<file path="config.mk">
export PLATFORM = sky130hd
export DESIGN_NAME = regtag_steer
export DESIGN_NICKNAME = d
export VERILOG_FILES = /design/src/rtl/regtag_pkg.sv /design/src/rtl/regtag_file.sv /design/src/rtl/regtag_resolve.sv /design/src/rtl/regtag_steer.sv
export SDC_FILE = /design/constraint.sdc
export NUM_CORES = 1
export LEC_CHECK = 0
export BUFFER_PORTS_ARGS = -buffer_cell sky130_fd_sc_hd__buf_4
export CORE_MARGIN = 2
export CORE_UTILIZATION = 30
export CTS_CLUSTER_DIAMETER = 150
export CTS_CLUSTER_SIZE = 16
export DETAILED_ROUTE_END_ITERATION = 8
export GPL_TIMING_DRIVEN = 0
export SLEW_MARGIN = 20
export SYNTH_ARGS = -nofsm -noshare
export SYNTH_HDL_FRONTEND = slang
export SYNTH_HIERARCHICAL = 1
export SYNTH_SLANG_ARGS = --single-unit
</file>
<file path="constraint.sdc">
create_clock -name clk -period 3.8 [get_ports clk]
set_clock_uncertainty 0.1 [all_clocks]
set_input_delay 0.38 -clock clk [delete_from_list [all_inputs] [get_ports clk]]
set_output_delay 0.38 -clock clk [all_outputs]
set_load 0.005 [all_outputs]
</file>
<file path="src/rtl/regtag_pkg.sv">
// Shared class codes and the routing decision record.
// Assumes the decoder has already mapped opcodes onto these classes.
package regtag_pkg;
    typedef enum logic [2:0] {
        CL_NOP    = 3'd0,
        CL_LD_FP  = 3'd1,
        CL_LD_INT = 3'd2,
        CL_ARITH  = 3'd3,
        CL_UNARY  = 3'd4,
        CL_OR     = 3'd5
    } op_class_e;

    typedef enum logic [1:0] {
        POL_TRAP   = 2'd0,
        POL_SRC1CV = 2'd1,
        POL_FORCEF = 2'd2,
        POL_SRC1NC = 2'd3
    } mix_policy_e;

    typedef struct packed {
        logic sel_int;
        logic sel_fp;
        logic wr_en;
        logic wr_val;
        logic cvt_req;
        logic cvt_which;
        logic exc;
    } route_t;
endpackage

</file>
<file path="src/rtl/regtag_file.sv">
// Tag store: one flop per register with combinational reads.
// Applies a masked bulk restore, then one single-register update that overrides it.
// Assumes at most one single update per cycle.
module regtag_file #(
    parameter int NREG = 32,
    localparam int IW  = $clog2(NREG)
) (
    input  logic            clk,
    input  logic            rst_n,
    input  logic            wr_en,
    input  logic [IW-1:0]   wr_idx,
    input  logic            wr_val,
    input  logic            bulk_en,
    input  logic [NREG-1:0] bulk_mask,
    input  logic [NREG-1:0] bulk_word,
    input  logic [IW-1:0]   rd_a_idx,
    input  logic [IW-1:0]   rd_b_idx,
    output logic            rd_a,
    output logic            rd_b,
    output logic [NREG-1:0] tags
);
    // One flop per tag; the single update takes priority over the bulk restore.
    for (genvar g = 0; g < NREG; g++) begin : g_bit
        logic hit_single;
        logic hit_bulk;
        assign hit_single = wr_en && (wr_idx == IW'(g));
        assign hit_bulk   = bulk_en && bulk_mask[g];
        // Update one tag bit.
        always_ff @(posedge clk) begin
            if (!rst_n)          tags[g] <= 1'b0;
            else if (hit_single) tags[g] <= wr_val;
            else if (hit_bulk)   tags[g] <= bulk_word[g];
        end
    end

    // Combinational read ports for same-cycle steering.
    always_comb begin
        rd_a = tags[rd_a_idx];
        rd_b = tags[rd_b_idx];
    end


    single_upd_chk: assert property (@(posedge clk) disable iff (!rst_n)
        ($past(rst_n) && $past(wr_en)) |-> tags[$past(wr_idx)] == $past(wr_val));


    bulk_keep_chk: assert property (@(posedge clk) disable iff (!rst_n)
        ($past(rst_n) && $past(bulk_en) && !$past(wr_en)) |->
        ((tags & ~$past(bulk_mask)) == ($past(tags) & ~$past(bulk_mask))));
endmodule

</file>
<file path="src/rtl/regtag_resolve.sv">
// Pure decision logic: class, source tags and policy in, one routing record out.
// Assumes the source tags are read in the same cycle from the tag store.
module regtag_resolve
    import regtag_pkg::*;
#(
    parameter int NREG = 32,
    localparam int IW  = $clog2(NREG)
) (
    input  logic          valid,
    input  logic [2:0]    cls,
    input  logic [IW-1:0] dst,
    input  logic [IW-1:0] src1,
    input  logic [IW-1:0] src2,
    input  logic          t1,
    input  logic          t2,
    input  logic [1:0]    policy,
    output route_t        rt
);
    // Resolve the unit, the destination tag and the conversion for one instruction.
    always_comb begin
        rt = '0;
        if (valid) begin
            unique case (cls)
                CL_LD_FP:  begin rt.wr_en = 1'b1; rt.wr_val = 1'b1; end
                CL_LD_INT: begin rt.wr_en = 1'b1; rt.wr_val = 1'b0; end
                CL_ARITH: begin
                    if (t1 == t2) begin
                        rt.wr_en = 1'b1; rt.wr_val = t1;
                    end else begin
                        unique case (policy)
                            POL_TRAP: rt.exc = 1'b1;
                            POL_SRC1CV: begin
                                rt.wr_en = 1'b1; rt.wr_val = t1;
                                rt.cvt_req = 1'b1; rt.cvt_which = 1'b1;
                            end
                            POL_FORCEF: begin
                                rt.wr_en = 1'b1; rt.wr_val = 1'b1;
                                rt.cvt_req = 1'b1; rt.cvt_which = t1;
                            end
                            default: begin rt.wr_en = 1'b1; rt.wr_val = t1; end
                        endcase
                    end
                    rt.sel_fp  = rt.wr_en && rt.wr_val;
                    rt.sel_int = rt.wr_en && !rt.wr_val;
                end
                CL_UNARY: begin
                    rt.wr_en = 1'b1; rt.wr_val = t1;
                    rt.sel_fp = t1; rt.sel_int = !t1;
                end
                CL_OR: begin
                    rt.wr_en = 1'b1;
                    if (dst == src1 && src1 == src2) rt.wr_val = 1'b1;
                    else if (dst == src1 && src2 == '0) rt.wr_val = 1'b0;
                    else begin rt.wr_val = 1'b0; rt.sel_int = 1'b1; end
                end
                default: rt = '0;
            endcase
        end
    end
endmodule

</file>
<file path="src/rtl/regtag_steer.sv">
// Top: tag store plus resolver; outputs route decisions in the decode cycle
// and commits the destination tag at the next edge. Assumes one instruction per cycle.
module regtag_steer
    import regtag_pkg::*;
#(
    parameter int NREG = 32,
    localparam int IW  = $clog2(NREG)
) (
    input  logic            clk,
    input  logic            rst_n,
    input  logic            dec_valid,
    input  logic [2:0]      dec_class,
    input  logic [IW-1:0]   dec_dst,
    input  logic [IW-1:0]   dec_src1,
    input  logic [IW-1:0]   dec_src2,
    input  logic [1:0]      mix_policy,
    input  logic            rest_en,
    input  logic [NREG-1:0] rest_mask,
    input  logic [NREG-1:0] rest_word,
    output logic [NREG-1:0] save_word,
    output logic            sel_int,
    output logic            sel_fp,
    output logic            res_tag,
    output logic            cvt_req,
    output logic            cvt_which,
    output logic            mis_exc,
    output logic [IW-1:0]   mis_src_a,
    output logic [IW-1:0]   mis_src_b
);
    logic   t1, t2;
    route_t rt;

    regtag_file #(.NREG(NREG)) u_file (
        .clk(clk), .rst_n(rst_n),
        .wr_en(rt.wr_en), .wr_idx(dec_dst), .wr_val(rt.wr_val),
        .bulk_en(rest_en), .bulk_mask(rest_mask), .bulk_word(rest_word),
        .rd_a_idx(dec_src1), .rd_b_idx(dec_src2),
        .rd_a(t1), .rd_b(t2), .tags(save_word)
    );

    regtag_resolve #(.NREG(NREG)) u_res (
        .valid(dec_valid), .cls(dec_class), .dst(dec_dst),
        .src1(dec_src1), .src2(dec_src2), .t1(t1), .t2(t2),
        .policy(mix_policy), .rt(rt)
    );

    // Drive the outward decision ports from the routing record.
    always_comb begin
        sel_int   = rt.sel_int;
        sel_fp    = rt.sel_fp;
        res_tag   = rt.wr_en && rt.wr_val;
        cvt_req   = rt.cvt_req;
        cvt_which = rt.cvt_which;
        mis_exc   = rt.exc;
        mis_src_a = rt.exc ? dec_src1 : '0;
        mis_src_b = rt.exc ? dec_src2 : '0;
    end


    unit_excl_chk: assert property (@(posedge clk) disable iff (!rst_n)
        $onehot0({sel_int, sel_fp}));


    exc_quiet_chk: assert property (@(posedge clk) disable iff (!rst_n)
        mis_exc |-> (!sel_int && !sel_fp && !cvt_req));


    exc_nowrite_chk: assert property (@(posedge clk) disable iff (!rst_n)
        mis_exc |=> $stable(save_word) || $past(rest_en));


    force_fp_chk: assert property (@(posedge clk) disable iff (!rst_n)
        (cvt_req && mix_policy == 2'd2) |-> (sel_fp && (t1 != t2)));


    idle_chk: assert property (@(posedge clk) disable iff (!rst_n)
        (!dec_valid || dec_class > 3'd5 || dec_class == 3'd0) |-> (!sel_int && !sel_fp && !mis_exc));
endmodule

</file>
==> results.toml, run 1 <==
[logic_synthesis]
syn_inst = 401
ys_top_cells_by_count = "nand2_1, nand3_1, mux2i_1"
post-synth-top-area-cell = "dfxtp_1"
ys.flop_type = "dfxtp_1"
synth_top_area_share_pct = 22.28
synth_cell_types = 37
synthesis.area_sq_um = 2875
syn_area_per_cell_sq_um = 7.170
async_flop_share_pct = 0
ys_warn_count = 6
syn_nets = 492
synth_edf_count = 0
synth_area_leaders = "dfxtp_1, nand2_1, nand3_1"
yosysMostFrequentCell = "nand2_1"
yosysSeqAreaShare_pct = 22.28
ys_ff_latch = 32

[drt]
drc = 0
routed_wl_mm = 10.35
vias = 3469
via_per_inst = 5.162
wire_per_inst_um = 15.40
drtPass1Iterations = 5
postRouteAntennaNets = 0
dr.first_iter.drc_count = 207

[grt]
track_usage_pct = 19.51
grt_pass1_wl_mm = 16.00
grt_pass1_vias = 3305
grt_overflow = 0
grt_max_degree = 12
antenna_found_initial = 0

[sta]
setup_violations = 0
min_period_ns = 3.456
tightest_slew_ns = 0.7824
timing.final.crit_share_pct = 90.94
report.final.hold_viol_count = 0
fmax_ghz = 0.2894
drv_slew = 0
tns_ns = 0
rsz0062_at_grt = "no"
maxSlewHeadroom_pct = 47.65

[critical_path]
critical_path.max_stage_delay_ns = 0.35
crit_arrival_ns = 2.98
cp_max_fo = 10
critical-path-slowest-cell = "a311o_1"
r2r_slack_ns = 0.55
cp-end-kind = "output port"
critPathKind = "input pin to output port"
crit_chain = "buf_4 -> buf_6 -> buf_12 -> mux2i_1 -> a22oi_1 -> nand3_1 -> nand2_1 -> a311o_1 -> nor2b_1 -> o21ai_0 -> nand2_1 -> o2bb2ai_1 -> and3_1 -> and2_1 -> buf_4"
worstPathRequired_ns = 3.32
start_kind = "input pin"

[cts]
root_buffer = "clkbuf_8"
cts_buffers = 5
ctsHoldBuffers = 0
cts_tree = "yes"
cts_setup_buffers = 0
clk_latency_ns = 0.28
clock_path_buffers = 2
cts_max_level = 2
cts_resized = 0
clock_sinks = 32
clk_pin_slew_worst_paths_ns = 0.07

[place]
dpl.cell_count = 664
dp_hpwl_mm = 8.318
place_congestion = 0.8530
io_buffers = 134

[power]
leakage_uw = 0.002170
ir_drop_mv = 0.1330
power.density_nw_per_um2 = 253.4

[floorplan]
rows = 35
coreArea_sq_um = 9284
initial_core_util_pct = 30.97
die_x_um = 101.9
io_pins = 136
dieArea_sq_um = 10380
die_h_um = 101.9

[final_layout]
regMostFlops = "u_file/tags"
top_regs = "u_file/tags: 32 flops"
layout-drive-gt1-share_pct = 27.81
finalNonFillerCells = 672
antennaDiodeCount = 0
areaGrowthSynthToFinish_pct = 45.00
finish.net_count = 633
largest_reg_flops = 32

[min_path]
hp-class = "input pin to flip-flop"

[status]
status = "completed"

[flow_run]
maxCapViolations = 0
==> cell families (layout without fill, tap and decap cells) <==
logic type / Yosys count / after routing / synth area share [%]
xor+xnor: 12 / 12 / 3.917
fa+ha+maj: 3 / 3 / 1.306
compound gates: 62 / 62 / 18.32
buf+inv: 24 / 166 / 4.830
simple gates: 235 / 235 / 37.86
mux: 33 / 33 / 11.49
flops: 32 / 32 / 22.28
==> metrics by stage <==
stage | cell area [sq um] | hold WS (ns) | power (uW) | util [%] | setup slack [ns]
finish | 4169 | 0.2611 | 1057 | 44.91 | 0.3441
global route | 4169 | 0.2600 | 1111 | 44.91 | 0.1975
CTS | 4169 | 0.2637 | 1063 | 44.91 | 0.4225
detailed placement | 4043 | 0.5226 | 702.1 | 43.54 | 0.1911
global placement | 4043 | 0.5153 | 697.1 | 43.54 | 0.1759
floorplan | 2875 | 0.4082 | 537.7 | - | 0.9786
==> final timing paths <==
kind	from	end	depth (start not counted)
setup / recovery	dec_src2[1]	res_tag	15
hold / removal	rst_n	u_file/tags[31]	2
setup reg to reg	u_file/tags[23]	u_file/tags[3]	13
hold reg to reg	u_file/tags[25]	u_file/tags[25]	3
==> worst max-delay path: cells and delay by family <==
| family | cells | cell delay [ns] |
|---|---|---|
| and+or+nand+nor | 6 | 0.96 |
| AOI/OAI and AO/OA | 4 | 0.85 |
| buffers and inverters | 4 | 0.55 |
| muxes | 1 | 0.22 |
==> power by group <==
group	internal [uW]	switching, uW	total [uW]
logic	165	159	323
registers	353	20.3	373
clock network	231	129	360
==> final cells by class <==
cell class,instances,area [sq um]
multi-input cells,345,2096
well taps,129,161.4
inverters,4,15.01
plain buffers,20,123.9
clock buffers,7,96.34
repair buffers,134,1006
clock inverters,1,30.03
fillers,991,5115
flip-flops and latches,32,640.6
==> placed cells by master, fill, tap and decap left out, types with 2 or more instances in the layout <==
| cell type | netlist | layout |
|---|---|---|
| buf_4 | 0 | 134 |
| nand2_1 | 112 | 112 |
| nand3_1 | 68 | 68 |
| mux2i_1 | 33 | 33 |
| dfxtp_1 | 32 | 32 |
| o211a_1 | 31 | 31 |
| clkbuf_1 | 15 | 15 |
| and2_1 | 14 | 14 |
| nor2_1 | 13 | 13 |
| a21oi_1 | 11 | 11 |
| a22oi_1 | 8 | 8 |
| clkbuf_8 | 0 | 7 |
| nor2b_1 | 6 | 6 |
| xor2_1 | 6 | 6 |
| nand2b_1 | 5 | 5 |
| nor3_1 | 5 | 5 |
| xnor2_1 | 5 | 5 |
| inv_1 | 4 | 4 |
| and2b_1 | 3 | 3 |
| nand4b_1 | 3 | 3 |
| ha_1 | 3 | 3 |
| buf_6 | 2 | 2 |
| buf_12 | 2 | 2 |
| a211oi_1 | 2 | 2 |
| a311o_1 | 2 | 2 |
| o21ai_0 | 2 | 2 |
| and4_1 | 2 | 2 |
==> per-layer routing <==
| metal | share of wire [%] | global-route usage, % | vias up |
|---|---|---|---|
| li1 | - | - | 1705 |
| met1 | 44 | 25.38 | 1605 |
| met2 | 48 | 34.16 | 148 |
| met3 | 7.0 | 2.941 | 11 |
| met4 | 1.5 | 4.308 | 0 |
| met5 | 0 | 0 | - |
No activity file was read; power rests on OpenSTA's default activity.
==> run 2: changes to the inputs <==
Settings changed: CTS_CLUSTER_DIAMETER 150 to not set, RECOVER_POWER set to 25.
==> results.toml, run 2 (synthesis results as in run 1) <==
[status]
status = "completed"

[cts]
cts_resized = 0
clock_sinks = 32
cts_buffers = 5
clock_path_buffers = 2
cts_tree = "yes"
cts_max_level = 2
ctsHoldBuffers = 0
clk_pin_slew_worst_paths_ns = 0.07
cts_setup_buffers = 0
root_buffer = "clkbuf_8"
clk_latency_ns = 0.28

[power]
leakage_uw = 0.002152
power.density_nw_per_um2 = 253.3
ir_drop_mv = 0.1325

[drt]
drtPass1Iterations = 5
via_per_inst = 5.159
wire_per_inst_um = 15.41
vias = 3467
routed_wl_mm = 10.36
dr.first_iter.drc_count = 181
drc = 0
postRouteAntennaNets = 0

[grt]
grt_overflow = 0
grt_pass1_wl_mm = 16.00
track_usage_pct = 19.51
antenna_found_initial = 0
grt_pass1_vias = 3305
grt_max_degree = 12

[final_layout]
antennaDiodeCount = 0
layout-drive-gt1-share_pct = 27.44
areaGrowthSynthToFinish_pct = 44.73
finish.net_count = 633
multi_input_area_sq_um = 2096
layout_common_cells = "buf_4, nand2_1, nand3_1, mux2i_1, dfxtp_1"
top_regs = "u_file/tags: 32 flops"
regArea_sq_um = 640.6
final_common_cell = "buf_4"
largest_reg_flops = 32
n_fill_cell = 992
regMostFlops = "u_file/tags"

[sta]
rsz0062_at_grt = "no"
tns_ns = 0
maxSlewHeadroom_pct = 44.81
timing.final.crit_share_pct = 89.87
min_period_ns = 3.415
setup_violations = 0
report.final.hold_viol_count = 0
fmax_ghz = 0.2928
timing.hold.ws_ns = 0.2601
tightest_slew_ns = 0.8248
drv_slew = 0

[min_path]
holdCritStartpoint = "rst_n"
hp-class = "input pin to flip-flop"
min_to = "u_file/tags[31]"
holdPathStages = 2

[critical_path]
worstPathRequired_ns = 3.32
r2r_slack_ns = 0.57
rr_worst_depth = 13
critical-path-slowest-cell = "a311o_1"
path_common_cell = "buf_4"
r2r-start = "u_file/tags[23]"
crit_path_start = "dec_src1[1]"
crit_arrival_ns = 2.94
timing.rr.end = "u_file/tags[3]"
cp-end-kind = "output port"
critPathKind = "input pin to output port"
start_kind = "input pin"
crit_chain = "buf_4 -> buf_6 -> buf_12 -> mux2i_1 -> a211oi_1 -> a311o_1 -> o21ai_0 -> nand2_1 -> o2bb2ai_1 -> and3_1 -> and2_1 -> buf_4"
cp_max_fo = 10
critical_path.max_stage_delay_ns = 0.50

[floorplan]
die_x_um = 101.9
rows = 35
dieArea_sq_um = 10380
initial_core_util_pct = 30.97
die_h_um = 101.9
io_pins = 136
coreArea_sq_um = 9284

[place]
io_buffers = 134
place_congestion = 0.8530
dp_hpwl_mm = 8.318

[flow_run]
maxCapViolations = 0
[run 2: critical path, delay by kind of cell]
kind / cells / cell delay, ns
AOI/OAI and AO/OA: 4 / 1.08
buffers and inverters: 4 / 0.56
muxes: 1 / 0.27
and+or+nand+nor: 3 / 0.63
[run 2: area by class of cell]
type | instances | share of cell area (%)
buffer | 20 | 2.977
tap | 129 | 3.879
clock buffer | 7 | 2.315
clock inverter | 1 | 0.7216
sequential | 32 | 15.39
multi-input combinational | 345 | 50.36
inverter | 4 | 0.3608
timing repair buffer | 134 | 23.99
[run 2: layer usage]
layer  vias up  global-route usage, %  part of all wire, %  wire (um)
li1       1702                      -                    -          -
met1      1623                  25.38                   44       4587
met2       132                  34.16                   48       4975
met3        10                  2.941                  6.2        643
met4         0                  4.308                  1.4        150
met5         -                      0                    0          0
[run 2: power breakdown]
part	switching (uW)	internal (uW)	total, uW
sequential	20.2	353	373
clock	129	231	360
combinational	158	163	321
[run 2: how the worst max path moves through the flow]
stage	to	slack [ns]	cells past startpoint
2_1_floorplan	u_file/tags[0]	0.98	15
3_3_place_gp	u_file/tags[0]	0.18	16
3_5_place_dp	u_file/tags[0]	0.19	16
4_1_cts	res_tag	0.42	15
5_1_grt	res_tag	0.20	15
6_report	res_tag	0.38	12
[run 2: per-stage QoR]
step | util [%] | instance area (sq um) | instances | setup slack (ns) | total power (uW)
6_report | 44.82 | 4161 | 672 | 0.3850 | 1054
5_1_grt | 44.82 | 4161 | 672 | 0.1975 | 1110
4_1_cts | 44.91 | 4169 | 672 | 0.4225 | 1063
3_5_place_dp | 43.54 | 4043 | 664 | 0.1911 | 702.1
3_3_place_gp | 43.54 | 4043 | 664 | 0.1759 | 697.1
2_1_floorplan | - | 2875 | 401 | 0.9786 | 537.7
==> run 3: changes to the inputs <==
Settings changed: PLACE_DENSITY set to 0.58.
==> results.toml, run 3 (synthesis results as in run 1) <==
[final_layout]
final_core_util_pct = 44.66
layout-drive-gt1-share_pct = 27.44
areaGrowthSynthToFinish_pct = 44.21
n_fill_cell = 983
final_common_cell = "buf_4"
top_regs = "u_file/tags: 32 flops"
finish.net_count = 633
antennaDiodeCount = 0
regMostFlops = "u_file/tags"
largest_reg_flops = 32
layout_common_cells = "buf_4, nand2_1, nand3_1, mux2i_1, dfxtp_1"

[sta]
drv_slew = 0
rsz0062_at_grt = "no"
setup_violations = 0
tightest_slew_ns = 0.8572
fmax_ghz = 0.2985
min_period_ns = 3.350
timing.final.crit_share_pct = 88.17
report.final.hold_viol_count = 0
tns_ns = 0
maxSlewHeadroom_pct = 42.64

[cts]
clock_path_buffers = 2
ctsHoldBuffers = 0
cts_resized = 0
clk_latency_ns = 0.29
clk_pin_slew_worst_paths_ns = 0.07
cts_max_level = 2
cts_buffers = 5
clock_sinks = 32
cts_setup_buffers = 0
cts_tree = "yes"
root_buffer = "clkbuf_8"

[critical_path]
worstPathRequired_ns = 3.32
r2r_slack_ns = 0.62
timing.rr.end = "u_file/tags[2]"
rr_worst_depth = 13
critical-path-slowest-cell = "a311o_1"
crit_arrival_ns = 2.87
crit_path_start = "dec_src1[1]"
crit_chain = "buf_4 -> buf_6 -> buf_12 -> mux2i_1 -> a21oi_1 -> nand3_1 -> nand2_1 -> a311o_1 -> o21ai_0 -> nand2_1 -> o2bb2ai_1 -> and3_1 -> and2_1 -> buf_4"
critical_path.max_stage_delay_ns = 0.41
critPathKind = "input pin to output port"
r2r-start = "u_file/tags[19]"
start_kind = "input pin"
cp_max_fo = 10
cp-end-kind = "output port"

[min_path]
holdPathStages = 2
holdCritStartpoint = "rst_n"
hp-class = "input pin to flip-flop"
min_to = "u_file/tags[30]"

[drt]
wire_per_inst_um = 15.36
dr.first_iter.drc_count = 231
vias = 3435
routed_wl_mm = 10.32
drc = 0
via_per_inst = 5.112
postRouteAntennaNets = 0
drtPass1Iterations = 5

[status]
status = "completed"

[grt]
grt_overflow = 0
track_usage_pct = 19.86
antenna_found_initial = 0
grt_max_degree = 12
grt_pass1_vias = 3260
grt_pass1_wl_mm = 16.15

[power]
power.density_nw_per_um2 = 245.4
leakage_uw = 0.002147
finalPower_uw = 1018
ir_drop_mv = 0.1169

[floorplan]
die_x_um = 101.9
rows = 35
dieArea_sq_um = 10380
io_pins = 136
die_h_um = 101.9
coreArea_sq_um = 9284
initial_core_util_pct = 30.97

[place]
io_buffers = 134
dp_hpwl_mm = 8.261
place_congestion = 0.8349

[flow_run]
maxCapViolations = 0
==> run 3: changes by cell type in the layout (fill, tap and decap cells not counted) <==
cell | previous run | this run
clkbuf_4 | 18 | 19
clkinv_2 | 0 | 1
clkbuf_8 | 7 | 5
==> run 3: worst max-delay path by stage <==
stage	slack [ns]	cells past startpoint	end
final	0.45	14	res_tag
after global routing	0.25	14	res_tag
after CTS	0.45	14	res_tag
after detailed placement	0.26	16	u_file/tags[0]
after global placement	0.28	16	u_file/tags[0]
after floorplan	0.98	15	u_file/tags[0]
==> run 3: cell type report <==
class                      count  area (sq um)  area share, %
multi-input combinational    345          2096          50.54
buffer                        20         123.9          2.987
clock buffer                   6         72.57          1.750
tap                          129         161.4          3.893
timing repair buffer         134          1002          24.17
clock inverter                 2         35.03         0.8449
sequential                    32         640.6          15.45
inverter                       4         15.01         0.3621
==> run 3: routing by layer <==
| metal | track usage (%) | vias to the layer above | part of all wire [%] |
|---|---|---|---|
| met4 | 3.590 | 0 | 1.5 |
| met3 | 3.146 | 11 | 6.8 |
| met5 | 0 | - | 0 |
| met2 | 34.77 | 126 | 48 |
| met1 | 26.07 | 1588 | 44 |
| li1 | - | 1710 | - |
==> run 3: critical path, delay by kind of cell <==
family	cells	cell delay, ns
AO/OA/AOI/OAI	4	0.94
AND/OR/NAND/NOR	5	0.74
buffers and inverters	4	0.56
multiplexers	1	0.23
==> run 3: where the power goes <==
part | switching [uW] | total [uW] | leakage, uW | internal [uW]
logic | 157 | 320 | 0.00183 | 163
clock network | 130 | 324 | 0.0000552 | 195
registers | 20.1 | 373 | 0.000262 | 353
==> run 3: metrics by stage <==
step	worst slack [ns]	cells	instance area, sq um	hold WS, ns
floorplan	0.9786	401	2875	0.4082
global placement	0.2760	664	4043	0.5226
detailed placement	0.2583	664	4043	0.5171
CTS	0.4548	672	4150	0.2723
global route	0.2492	672	4146	0.2703
finish	0.4495	672	4146	0.2752
